<file path="src/rtl/cfgx_pkg.sv">
package cfgx_pkg;
  typedef enum logic [1:0] {
    SZ_BYTE = 2'd0,
    SZ_HALF = 2'd1,
    SZ_WORD = 2'd2,
    SZ_BAD  = 2'd3
  } acc_size_e;

  typedef enum logic [1:0] {
    ST_IDLE  = 2'd0,
    ST_ISSUE = 2'd1,
    ST_WAIT  = 2'd2,
    ST_RESP  = 2'd3
  } xl_state_e;
endpackage

</file>
<file path="src/rtl/cfgx_decode.sv">
module cfgx_decode
  import cfgx_pkg::*;
#(
  parameter int              ADDR_W   = 32,
  parameter logic [ADDR_W-1:0] WIN_BASE = 32'h8080_0000,
  parameter int              WIN_LOG2 = 22,
  parameter int              SEL_LSB  = 11,
  parameter int              SEL_CNT  = 11,
  parameter int              FUNC_W   = 3
) (
  input  logic [ADDR_W-1:0] addr,
  input  acc_size_e         size,
  output logic              hit,
  output logic              bad,
  output logic [31:0]       word,
  output logic [3:0]        be
);
  localparam int DEV_W    = $clog2(SEL_CNT + 1);
  localparam int FUNC_LSB = SEL_LSB - FUNC_W;
  localparam int DEVFN_W  = DEV_W + FUNC_W;

  logic [DEV_W-1:0]   dev;
  logic [DEVFN_W-1:0] devfn;
  logic [1:0]         off;

  assign off = addr[1:0];
  assign hit = (addr[ADDR_W-1:WIN_LOG2] == WIN_BASE[ADDR_W-1:WIN_LOG2]);

  // lowest set select line wins; none set falls back to SEL_CNT
  always_comb begin
    dev = DEV_W'(SEL_CNT);
    for (int k = SEL_CNT - 1; k >= 0; k--) begin
      if (addr[SEL_LSB + k]) dev = DEV_W'(k);
    end
  end

  assign devfn = {dev, addr[SEL_LSB-1:FUNC_LSB]};
  assign word  = {1'b1, 7'd0, 8'd0, 8'(devfn), addr[7:2], 2'b00};

  always_comb begin
    unique case (size)
      SZ_BYTE: begin be = 4'b0001 << off; bad = 1'b0;      end
      SZ_HALF: begin be = 4'b0011 << off; bad = off[0];    end
      SZ_WORD: begin be = 4'b1111;        bad = |off;      end
      default: begin be = 4'b0000;        bad = 1'b1;      end
    endcase
  end
endmodule

</file>
<file path="src/rtl/cfgx_lanes.sv">
module cfgx_lanes
  import cfgx_pkg::*;
#(
  parameter bit BIG_ENDIAN = 1'b1
) (
  input  logic [31:0] wr_in,
  input  acc_size_e   wr_size,
  input  logic [1:0]  wr_off,
  output logic [31:0] wr_out,
  input  logic [31:0] rd_in,
  input  acc_size_e   rd_size,
  input  logic [1:0]  rd_off,
  output logic [31:0] rd_out
);
  logic [31:0] rd_sh;
  logic [15:0] wr_h, rd_h;
  logic [31:0] wr_w, rd_w;
  logic [31:0] wr_j;

  assign rd_sh = rd_in >> {rd_off, 3'b000};

  generate
    if (BIG_ENDIAN) begin : g_swap
      assign wr_h = {wr_in[7:0], wr_in[15:8]};
      assign wr_w = {wr_in[7:0], wr_in[15:8], wr_in[23:16], wr_in[31:24]};
      assign rd_h = {rd_sh[7:0], rd_sh[15:8]};
      assign rd_w = {rd_sh[7:0], rd_sh[15:8], rd_sh[23:16], rd_sh[31:24]};
    end else begin : g_pass
      assign wr_h = wr_in[15:0];
      assign wr_w = wr_in;
      assign rd_h = rd_sh[15:0];
      assign rd_w = rd_sh;
    end
  endgenerate

  always_comb begin
    unique case (wr_size)
      SZ_BYTE: wr_j = {24'd0, wr_in[7:0]};
      SZ_HALF: wr_j = {16'd0, wr_h};
      SZ_WORD: wr_j = wr_w;
      default: wr_j = 32'd0;
    endcase
    wr_out = wr_j << {wr_off, 3'b000};
  end

  always_comb begin
    unique case (rd_size)
      SZ_BYTE: rd_out = {24'd0, rd_sh[7:0]};
      SZ_HALF: rd_out = {16'd0, rd_h};
      SZ_WORD: rd_out = rd_w;
      default: rd_out = 32'd0;
    endcase
  end
endmodule

</file>
<file path="src/rtl/cfgx_ctrl.sv">
module cfgx_ctrl
  import cfgx_pkg::*;
(
  input  logic        clk,
  input  logic        rst_n,
  input  logic        req_valid,
  output logic        req_ready,
  input  logic        req_write,
  input  acc_size_e   req_size,
  input  logic [1:0]  req_off,
  input  logic        dec_hit,
  input  logic        dec_bad,
  input  logic [31:0] dec_word,
  input  logic [3:0]  dec_be,
  input  logic [31:0] wr_steered,
  output acc_size_e   size_q,
  output logic [1:0]  off_q,
  input  logic [31:0] rd_steered,
  output logic        rsp_valid,
  output logic [31:0] rsp_rdata,
  output logic        rsp_err,
  output logic        cfg_valid,
  input  logic        cfg_ready,
  output logic [31:0] cfg_addr,
  output logic        cfg_write,
  output logic [3:0]  cfg_be,
  output logic [31:0] cfg_wdata,
  input  logic        cfg_rvalid
);
  xl_state_e   st_q;
  logic        err_q;
  logic [31:0] rdata_q;
  logic        take;

  assign req_ready = (st_q == ST_IDLE);
  assign take      = req_valid && req_ready;
  assign cfg_valid = (st_q == ST_ISSUE);
  assign rsp_valid = (st_q == ST_RESP);
  assign rsp_err   = rsp_valid && err_q;
  assign rsp_rdata = rdata_q;

  always_ff @(posedge clk or negedge rst_n) begin
    if (!rst_n) begin
      st_q      <= ST_IDLE;
      err_q     <= 1'b0;
      rdata_q   <= 32'd0;
      cfg_addr  <= 32'd0;
      cfg_write <= 1'b0;
      cfg_be    <= 4'd0;
      cfg_wdata <= 32'd0;
      size_q    <= SZ_BYTE;
      off_q     <= 2'd0;
    end else begin
      unique case (st_q)
        ST_IDLE: begin
          if (take && dec_hit) begin
            // configuration word rebuilt from this access's own address
            cfg_addr  <= dec_word;
            cfg_write <= req_write;
            cfg_be    <= dec_be;
            cfg_wdata <= wr_steered;
            size_q    <= req_size;
            off_q     <= req_off;
            err_q     <= dec_bad;
            rdata_q   <= 32'd0;
            st_q      <= dec_bad ? ST_RESP : ST_ISSUE;
          end
        end
        ST_ISSUE: begin
          if (cfg_ready) st_q <= cfg_write ? ST_RESP : ST_WAIT;
        end
        ST_WAIT: begin
          if (cfg_rvalid) begin
            rdata_q <= rd_steered;
            st_q    <= ST_RESP;
          end
        end
        default: st_q <= ST_IDLE;
      endcase
    end
  end
endmodule

</file>
<file path="src/rtl/cfg_window_xlate.sv">
module cfg_window_xlate
  import cfgx_pkg::*;
#(
  parameter logic [31:0] WIN_BASE   = 32'h8080_0000,
  parameter int          WIN_LOG2   = 22,
  parameter int          SEL_LSB    = 11,
  parameter int          SEL_CNT    = 11,
  parameter bit          BIG_ENDIAN = 1'b1
) (
  input  logic        clk,
  input  logic        rst_n,
  input  logic        cpu_req_valid,
  output logic        cpu_req_ready,
  input  logic [31:0] cpu_req_addr,
  input  logic        cpu_req_write,
  input  logic [1:0]  cpu_req_size,
  input  logic [31:0] cpu_req_wdata,
  output logic        cpu_rsp_valid,
  output logic [31:0] cpu_rsp_rdata,
  output logic        cpu_rsp_err,
  output logic        cfg_req_valid,
  input  logic        cfg_req_ready,
  output logic [31:0] cfg_req_addr,
  output logic        cfg_req_write,
  output logic [3:0]  cfg_req_be,
  output logic [31:0] cfg_req_wdata,
  input  logic        cfg_rsp_valid,
  input  logic [31:0] cfg_rsp_rdata
);
  acc_size_e   in_size, size_q;
  logic        dec_hit, dec_bad;
  logic [31:0] dec_word, wr_steered, rd_steered;
  logic [3:0]  dec_be;
  logic [1:0]  off_q;

  assign in_size = acc_size_e'(cpu_req_size);

  cfgx_decode #(
    .ADDR_W(32), .WIN_BASE(WIN_BASE), .WIN_LOG2(WIN_LOG2),
    .SEL_LSB(SEL_LSB), .SEL_CNT(SEL_CNT), .FUNC_W(3)
  ) u_dec (
    .addr(cpu_req_addr), .size(in_size),
    .hit(dec_hit), .bad(dec_bad), .word(dec_word), .be(dec_be)
  );

  cfgx_lanes #(.BIG_ENDIAN(BIG_ENDIAN)) u_lanes (
    .wr_in(cpu_req_wdata), .wr_size(in_size), .wr_off(cpu_req_addr[1:0]),
    .wr_out(wr_steered),
    .rd_in(cfg_rsp_rdata), .rd_size(size_q), .rd_off(off_q),
    .rd_out(rd_steered)
  );

  cfgx_ctrl u_ctrl (
    .clk(clk), .rst_n(rst_n),
    .req_valid(cpu_req_valid), .req_ready(cpu_req_ready),
    .req_write(cpu_req_write), .req_size(in_size), .req_off(cpu_req_addr[1:0]),
    .dec_hit(dec_hit), .dec_bad(dec_bad), .dec_word(dec_word), .dec_be(dec_be),
    .wr_steered(wr_steered), .size_q(size_q), .off_q(off_q),
    .rd_steered(rd_steered),
    .rsp_valid(cpu_rsp_valid), .rsp_rdata(cpu_rsp_rdata), .rsp_err(cpu_rsp_err),
    .cfg_valid(cfg_req_valid), .cfg_ready(cfg_req_ready),
    .cfg_addr(cfg_req_addr), .cfg_write(cfg_req_write),
    .cfg_be(cfg_req_be), .cfg_wdata(cfg_req_wdata),
    .cfg_rvalid(cfg_rsp_valid)
  );
endmodule

</file>
<file path="config.mk">
export PLATFORM = sky130hd
export DESIGN_NAME = cfg_window_xlate
export DESIGN_NICKNAME = d
export VERILOG_FILES = /design/src/rtl/cfgx_pkg.sv /design/src/rtl/cfgx_decode.sv /design/src/rtl/cfgx_lanes.sv /design/src/rtl/cfgx_ctrl.sv /design/src/rtl/cfg_window_xlate.sv
export SDC_FILE = /design/constraint.sdc
export NUM_CORES = 1
export LEC_CHECK = 0
export BUFFER_PORTS_ARGS = -buffer_cell sky130_fd_sc_hd__buf_2
export CORE_MARGIN = 3
export CORE_UTILIZATION = 45
export CTS_BUF_LIST = sky130_fd_sc_hd__clkbuf_8
export DETAILED_ROUTE_END_ITERATION = 12
export GPL_TIMING_DRIVEN = 0
export PLACE_DENSITY = 0.71
export REMOVE_ABC_BUFFERS = 1
export SLEW_MARGIN = 20
export SYNTH_ARGS = -nofsm -noshare
export SYNTH_HDL_FRONTEND = slang
export SYNTH_HIERARCHICAL = 1
export SYNTH_SLANG_ARGS = --single-unit
</file>
<file path="constraint.sdc">
create_clock -name clk -period 3.9 [get_ports clk]
set_clock_uncertainty 0.05 [all_clocks]
set_input_delay 0.78 -clock clk [delete_from_list [all_inputs] [get_ports clk]]
set_output_delay 0.78 -clock clk [all_outputs]
set_load 0.02 [all_outputs]
</file>
==> flow_summary.yaml, run 1 <==
sta:
  fin_crit_sh: 0.694
  layout_setup_ws_ns: 1.19
  hold_violations: 0
  fin_tns_setup_ns: 0
  rsz0062_at_grt: "no"
  slew_viol_final: 0
  tightestPinTransition_ns: 1.04
  setup_violations: 0
  timing.slew.headroom: 0.309
  achievable-frequency_mhz: 369
  min_period_ns: 2.71
  whs_ns: 0.291
synthesis:
  yosys-top-cells-area: "dfrtp_1 39%, mux2_4 13%, mux2i_1 10%, mux2_2 4.4%, buf_4 3.3%"
  avgSynthCellArea_um2: 10.9
  ys_seq_elements: 108
  synth.top_cell.area_share: 0.387
  synth_top_cell_by_area: "dfrtp_1"
  synth_cell_types: 57
  postSynthCellCount: 638
  async_flop_share: 1.00
  yosys_warnings: 6
  yosysSeqAreaShare: 0.387
  synth_edf_count: 0
  syn_area_um2: 6980
  synth_ff_type: "dfrtp_1"
power:
  p_total_mw: 2.78
  seq_power_share: 0.428
  clockPowerShare: 0.271
  peakVddDrop_mv: 0.245
  switching_share: 0.326
  p_leak_nw: 4.39
  internal-power_mw: 1.87
  switchingPower_mw: 0.905
  p_per_area_nw_per_um2: 339
  combPwrFrac: 0.301
clock_tree:
  cts_resized: 0
  hold_buffers: 0
  clock-sinks: 108
  cts_tree: "built"
  post-cts-setup-buffers: 0
  clockBufferDepth: 2
  cts_buffers: 9
  root_buffer: "clkbuf_8"
  clk_latency_ns: 0.37
  clk_pin_slew_ns: 0.10
  h-tree-depth: 3
route:
  routed_wl_mm: 17.4
  via_per_inst: 5.45
  drt_first_iter_violations: 355
  ant_nets: 0
  drc_errors: 0
  wl_per_cell_um: 17.4
  firstDrtPassIters: 5
  vias: 5432
layout:
  diodes: 0
  drive_above_1_share: 0.411
  syn2layout_area_growth_pct: 17.4
  num-fill-cells: 1338
  layout.nets: 920
  mostFrequentLayoutCell: "buf_2"
  seq_area_um2: 2700
  layout_common_cells: "207 x buf_2, 107 x dfrtp_1, 70 x mux2i_1, 61 x mux2_4, 49 x nand2_1"
  multi_input_area_um2: 3690
setup_path:
  critical-path-max-stage-delay_ns: 0.29
  r2r_slack_ns: 1.29
  cp_cell_sequence: "buf_2 > nor4b_1 > and4b_1 > nand4_1 > buf_6 > buf_6 > buf_6 > buf_6 > buf_8 > buf_6 > mux2_4"
  crit_family: "buffers and inverters"
  crit_start: "cpu_req_addr[22]"
  worstPathRequired_ns: 4.12
  cpMostUsedCell: "buf_6"
  end_kind: "register"
  reg2reg_depth: 10
  crit_buf_inv: 7
  start_kind: "input pin"
  r2r-end: "u_ctrl/cfg_addr[0]"
  r2r_start: "u_ctrl/st_q[0]"
  arrival_ns: 2.92
  critPathMaxFanout: 12
  slowest_stage: "mux2_4"
  critPathKind: "in -> reg"
floorplanning:
  die_h_um: 131
  die_x_um: 131
  io_pins: 209
  core_area_um2: 14900
  start_util: 0.469
  rows: 44
  dieArea_um2: 17000
global_route:
  grt_pass1_wl_mm: 27.6
  antenna_found_initial: 0
  grt_pass1_vias: 5466
  grt_max_degree: 61
  grt_overflow: 0
  track_usage: 0.203
place:
  pre_cts_ws_ns: 0.782
  routabilityCongestion: 0.805
  io_buffers: 208
  hpwl_mm: 12.3
hold_path:
  hold_class: "in -> async"
run:
  drv_cap: 0
outcome:
  status: "complete, no violations"
-- metal layers --
| layer | vias up | track usage | share of wire |
|---|---|---|---|
| li1 | 2563 | - | - |
| met1 | 2636 | 0.270 | 0.45 |
| met3 | 22 | 0.0537 | 0.083 |
| met5 | - | 0 | 0 |
| met2 | 211 | 0.322 | 0.45 |
| met4 | 0 | 0.0665 | 0.018 |
-- area by class of cell --
type                    count  share of cell area
well taps                 184              0.0281
repair buffers            219               0.147
flip-flops and latches    108               0.330
multi-input cells         433               0.451
inverters                  38              0.0174
clock buffers               9              0.0151
clock inverters             6              0.0108
-- sequential cells by signal (all words and copies together), names as in the netlist --
signal            cells
u_ctrl/cfg_addr      32
u_ctrl/cfg_wdata     32
u_ctrl/rsp_rdata     32
u_ctrl/cfg_be         4
u_ctrl/off_q          2
u_ctrl/size_q         2
u_ctrl/st_q           2
u_ctrl/cfg_write      1
u_ctrl/err_q          1
-- how the worst max path moves through the flow --
stage	cells past startpoint	slack (ns)	end
6_report	11	1.19	u_ctrl/cfg_addr[0]
5_1_grt	11	1.08	u_ctrl/cfg_addr[0]
4_1_cts	11	1.21	u_ctrl/cfg_addr[0]
3_5_place_dp	11	0.78	u_ctrl/cfg_addr[0]
3_3_place_gp	5	-3.38	u_ctrl/cfg_addr[13]
2_1_floorplan	4	-1.85	u_ctrl/cfg_addr[10]
-- synthesized netlist by cell type, types with 3 or more instances --
cell / count
inv_1: 37
a211oi_1: 9
mux2_4: 61
and4b_1: 3
buf_4: 31
nor2_1: 39
a22oi_1: 4
a2bb2oi_1: 10
a221o_1: 19
clkbuf_1: 16
a222oi_1: 3
buf_6: 13
nand2b_1: 6
nor3_1: 4
and2_1: 4
buf_2: 15
o2bb2ai_1: 8
nand3b_1: 17
a21oi_1: 13
nor2b_1: 7
o21bai_1: 3
nand2_1: 49
ha_1: 7
and3b_1: 8
dfrtp_1: 108
o22ai_1: 9
mux2_2: 27
mux2i_1: 70
-- per-stage QoR --
step,std cells,util,area [um^2]
after global placement,971,0.524,7790
final,997,0.551,8190
after CTS,997,0.551,8180
after detailed placement,982,0.536,7970
after global routing,997,0.551,8190
after floorplan,579,-,6520
-- power by group through the flow --
stage | Sequential (mW) | Clock (mW) | Combinational (mW)
2_1_floorplan | 1.24 | 0 | 0.515
5_1_grt | 1.20 | 0.828 | 0.919
3_5_place_dp | 1.21 | 0 | 0.837
4_1_cts | 1.19 | 0.794 | 0.842
6_report | 1.19 | 0.752 | 0.836
3_3_place_gp | 1.21 | 0 | 0.797
-- worst reg2reg max path, delay by kind of cell, from the launching register on --
family	cells	cell delay [ns]
adder cells (fa/ha/maj)	1	0.30
buffers and inverters	7	1.16
flip-flops	1	0.44
multiplexers	1	0.30
AND/OR/NAND/NOR	1	0.26
-- kinds of logic (layout without fill, tap and decap cells) --
group | after synthesis | in the layout | synth area share
compound gates | 96 | 96 | 0.111
xor+xnor | 1 | 1 | 0.00126
fa+ha+maj | 7 | 7 | 0.0126
buf+inv | 114 | 272 | 0.0947
flops | 108 | 108 | 0.387
mux | 160 | 160 | 0.278
other cells | 2 | 19 | 0.00108
simple gates | 150 | 150 | 0.114
Power figures use the tool's default switching activity.
==> run 2, diff against run 1 <==
--- a/config.mk
+++ b/config.mk
@@ -11,7 +11,7 @@
 export CTS_BUF_LIST = sky130_fd_sc_hd__clkbuf_8
 export DETAILED_ROUTE_END_ITERATION = 12
 export GPL_TIMING_DRIVEN = 0
-export PLACE_DENSITY = 0.71
+export PLACE_DENSITY = 0.74
 export REMOVE_ABC_BUFFERS = 1
 export SLEW_MARGIN = 20
 export SYNTH_ARGS = -nofsm -noshare
==> constraint.sdc (replaced) <==
create_clock -name clk -period 2.3 [get_ports clk]
set_clock_uncertainty 0.05 [all_clocks]
set_input_delay 0.46 -clock clk [delete_from_list [all_inputs] [get_ports clk]]
set_output_delay 0.46 -clock clk [all_outputs]
set_load 0.02 [all_outputs]
==> flow_summary.yaml, run 2 (same netlist as run 1, synthesis figures left out) <==
floorplanning:
  rows: 44
  die_x_um: 131
  start_util: 0.469
  dieArea_um2: 17000
  die_h_um: 131
  core_area_um2: 14900
  io_pins: 209
clock_tree:
  clockBufferDepth: 2
  root_buffer: "clkbuf_8"
  clk_latency_ns: 0.38
  h-tree-depth: 3
  cts_buffers: 9
  cts_tree: "built"
  clock-sinks: 108
  clk_pin_slew_ns: 0.11
global_route:
  grt_max_degree: 76
  antenna_found_initial: 0
  grt_pass1_vias: 5381
  grt_pass1_wl_mm: 27.2
  track_usage: 0.200
  grt_overflow: 0
sta:
  slew_viol_final: 0
  timing.slew.headroom: 0.474
  rsz0062_at_grt: "no"
  fin_tns_setup_ns: 0
  tightestPinTransition_ns: 0.789
  hold_violations: 0
  min_period_ns: 2.18
  fin_crit_sh: 0.950
  achievable-frequency_mhz: 458
  setup_violations: 0
route:
  wl_per_cell_um: 17.3
  drt_first_iter_violations: 403
  routed_wl_mm: 17.4
  ant_nets: 0
  vias: 5458
  via_per_inst: 5.41
  drc_errors: 0
  firstDrtPassIters: 5
setup_path:
  slowest_stage: "buf_2"
  end_kind: "register"
  start_kind: "input pin"
  critPathMaxFanout: 36
  critPathKind: "in -> reg"
  critical-path-max-stage-delay_ns: 0.58
  cp_cell_sequence: "buf_2 > or2_1 > nor3b_4 > a221o_1 > mux2_4"
  arrival_ns: 2.41
  worstPathRequired_ns: 2.53
power:
  combPwrFrac: 0.310
  peakVddDrop_mv: 0.474
  internal-power_mw: 3.30
  clockPowerShare: 0.279
  switchingPower_mw: 1.60
  p_leak_nw: 4.46
  p_per_area_nw_per_um2: 590
  switching_share: 0.326
  seq_power_share: 0.411
hold_path:
  hold_class: "in -> reg"
run:
  drv_cap: 0
layout:
  mostFrequentLayoutCell: "buf_2"
  drive_above_1_share: 0.424
  diodes: 0
  layout_common_cells: "207 x buf_2, 105 x dfrtp_1, 70 x mux2i_1, 61 x mux2_4, 49 x nand2_1"
  instances_no_fill: 1009
  syn2layout_area_growth_pct: 19.1
  layout.nets: 931
place:
  io_buffers: 208
  routabilityCongestion: 0.858
  hpwl_mm: 12.2
  placed_cells: 981
outcome:
  status: "complete, no violations"
==> run 2: cell types whose count changed in the layout (fill, tap and decap cells not counted), sizes merged <==
cell         change
clkinv           +2
clkbuf           +1
clkinvlp         -2
buf             +10
dlygate4sd3      +1
==> run 2: power by group through the flow <==
stage / Clock [mW] / Combinational, mW / Sequential [mW]
2_1_floorplan: 0 / 0.873 / 2.10
3_3_place_gp: 0 / 1.34 / 2.05
3_5_place_dp: 0 / 1.41 / 2.05
4_1_cts: 1.41 / 1.42 / 2.02
5_1_grt: 1.48 / 1.65 / 2.03
6_report: 1.37 / 1.52 / 2.02
==> run 2: area by class of cell <==
type                       count  area (um^2)
fill                        1341         6550
multi-input combinational    433         3710
sequential                   108         2710
timing repair buffer         230         1290
tap                          184          230
inverter                      38          143
clock buffer                  10          138
clock inverter                 6         95.1
==> run 2: per-layer routing <==
layer | vias up | share of wire | global-route usage
met5 | - | 0 | 0
met4 | 0 | 0.016 | 0.0569
met3 | 22 | 0.090 | 0.0524
met2 | 254 | 0.45 | 0.321
met1 | 2597 | 0.44 | 0.269
li1 | 2585 | - | -
==> run 2: critical path: cells and delay by family <==
kind,cells,cell delay (ns)
AOI/OAI and AO/OA,1,0.43
and+or+nand+nor,2,0.66
buffers and inverters,1,0.58
muxes,1,0.27
==> run 2: worst paths after layout <==
kind / from / endpoint / slack [ns] / depth (start not counted)
max: cpu_req_addr[0] / u_ctrl/cfg_wdata[19] / 0.12 / 5
min: cpu_req_addr[8] / u_ctrl/cfg_addr[8] / 0.24 / 2
max reg2reg: u_ctrl/st_q[0] / u_ctrl/cfg_addr[28] / 0.15 / 8
min reg2reg: u_ctrl/cfg_addr[12] / u_ctrl/cfg_addr[12] / 0.46 / 1
max in group asynchronous: rst_n / u_ctrl/cfg_addr[6] / 1.06 / 3
min in group asynchronous: rst_n / u_ctrl/rsp_rdata[20] / 0.46 / 2
==> run 2: stage by stage <==
| step | hold slack, ns | area, um^2 | worst slack [ns] | power [mW] | util |
|---|---|---|---|---|---|
| detailed placement | 0.316 | 7970 | -0.698 | 3.46 | 0.536 |
| global placement | 0.433 | 7790 | -4.75 | 3.39 | 0.524 |
| global route | 0.224 | 8310 | 0.0300 | 5.16 | 0.559 |
| finish | 0.242 | 8310 | 0.116 | 4.90 | 0.559 |
| floorplan | 0.114 | 6520 | -3.13 | 2.97 | - |
| CTS | 0.224 | 8220 | 0.00544 | 4.84 | 0.553 |
==> run 2: repair_timing <==
action	in CTS	in global routing
pin swaps	1	1
endpoints found under the setup margin	90	47
buffers inserted	1	10
endpoints found under the hold margin	33	0
gates resized for setup	4	4
hold buffers	1	0
==> run 3, diff against run 2 <==
--- a/config.mk
+++ b/config.mk
@@ -6,6 +6,7 @@
 export NUM_CORES = 1
 export LEC_CHECK = 0
 export BUFFER_PORTS_ARGS = -buffer_cell sky130_fd_sc_hd__buf_2
+export CORE_ASPECT_RATIO = 1.75
 export CORE_MARGIN = 3
 export CORE_UTILIZATION = 45
 export CTS_BUF_LIST = sky130_fd_sc_hd__clkbuf_8
==> flow_summary.yaml, run 3 (same netlist as run 1, synthesis figures left out) <==
outcome:
  status: "complete, no violations"
floorplanning:
  start_util: 0.463
  core_area_um2: 15100
  io_pins: 209
  die_h_um: 171
  rows: 59
  die_x_um: 100
  dieArea_um2: 17100
setup_path:
  start_kind: "register"
  end_kind: "register"
  critPathMaxFanout: 28
  critPathKind: "reg -> reg"
  worstPathRequired_ns: 2.55
  arrival_ns: 2.43
  reg2reg_depth: 5
route:
  ant_nets: 0
  drc_errors: 0
  drt_first_iter_violations: 238
  via_per_inst: 5.41
  firstDrtPassIters: 5
  routed_wl_mm: 18.0
  wl_per_cell_um: 17.7
  vias: 5495
power:
  peakVddDrop_mv: 0.404
  p_per_area_nw_per_um2: 601
  p_leak_nw: 4.50
  p_total_mw: 5.04
layout:
  seq_area_um2: 2710
  syn2layout_area_growth_pct: 20.2
  instances_no_fill: 1016
  num-fill-cells: 1395
  drive_above_1_share: 0.431
  layout_common_cells: "206 x buf_2, 106 x dfrtp_1, 70 x mux2i_1, 61 x mux2_4, 49 x nand2_1"
  mostFrequentLayoutCell: "buf_2"
  multi_input_area_um2: 3720
  layout.nets: 938
  design_area_um2: 8390
global_route:
  antenna_found_initial: 1
  grt_pass1_wl_mm: 28.4
  grt_max_degree: 76
  grt_pass1_vias: 5612
  grt_overflow: 0
  track_usage: 0.206
clock_tree:
  clockBufferDepth: 2
  clk_latency_ns: 0.37
  h-tree-depth: 3
  cts_buffers: 9
  clock-sinks: 108
  clk_pin_slew_ns: 0.12
  cts_tree: "built"
  root_buffer: "clkbuf_8"
sta:
  slew_viol_final: 0
  whs_ns: 0.261
  hold_violations: 0
  min_period_ns: 2.18
  achievable-frequency_mhz: 458
  fin_tns_setup_ns: 0
  tightestPinTransition_ns: 0.863
  setup_violations: 0
  rsz0062_at_grt: "no"
  timing.slew.headroom: 0.420
  fin_crit_sh: 0.949
place:
  io_buffers: 208
  hpwl_mm: 13.1
  routabilityCongestion: 0.955
  placed_cells: 980
  dpl-instance-area_um2: 7970
hold_path:
  hold_class: "in -> reg"
  hold_path_depth: 2
run:
  drv_cap: 0
[run 3: cell count changes in the layout (fill, tap and decap cells not counted), moves of 2 or more]
cell      before  now
buf_4         11   17
clkinv_4       3    1
inv_1         37   35
inv_8          0    2
inv_2          1    3
[run 3: power by group]
group	internal (mW)	total [mW]	switching [mW]
Combinational	0.800	1.69	0.888
Sequential	1.96	2.00	0.0375
Clock	0.634	1.35	0.715
[run 3: worst max-delay path: stages (launching register included)]
cell and delay [ns]:
dfrtp_2 0.65, nor4b_2 0.70, o21bai_1 0.28, a221o_1 0.23
nand2_1 0.06, mux2i_1 0.15
[run 3: layout make-up]
cell class,instances,share of cell area
diodes,1,0.000298
clock inverters,7,0.0125
repair buffers,237,0.162
well taps,183,0.0273
inverters,38,0.0170
multi-input cells,433,0.443
clock buffers,9,0.0148
flip-flops and latches,108,0.323
[run 3: metrics by stage]
stage	utilization	setup slack [ns]
floorplan	-	-3.13
global placement	0.518	-4.65
CTS	0.547	0.0144
global route	0.557	0.0317
finish	0.557	0.117
detailed placement	0.529	-0.931
[run 3: worst paths after layout]
| kind | startpoint | slack, ns | end |
|---|---|---|---|
| setup / recovery | u_ctrl/off_q[1] | 0.12 | u_ctrl/rsp_rdata[4] |
| hold / removal | cpu_req_addr[9] | 0.26 | u_ctrl/cfg_addr[9] |
| setup reg to reg | u_ctrl/off_q[1] | 0.12 | u_ctrl/rsp_rdata[4] |
| hold reg to reg | u_ctrl/cfg_addr[12] | 0.46 | u_ctrl/cfg_addr[12] |
| max in group asynchronous | rst_n | 1.01 | u_ctrl/off_q[0] |
| min in group asynchronous | rst_n | 0.48 | u_ctrl/rsp_rdata[16] |
[run 3: metal layers]
layer,vias up,track usage,part of all wire
met2,211,0.374,0.53
met5,-,0,0
li1,2603,-,-
met3,31,0.0269,0.055
met1,2650,0.248,0.39
met4,0,0.0727,0.026
[run 3: repair_timing]
| action | 4_1_cts | 5_1_grt |
|---|---|---|
| endpoints found under the hold margin | 33 | 0 |
| pin swaps | 1 | 2 |
| hold buffers | 1 | 0 |
| resized for setup | 5 | 6 |
| setup buffers | 3 | 15 |
| setup endpoints to repair | 88 | 44 |
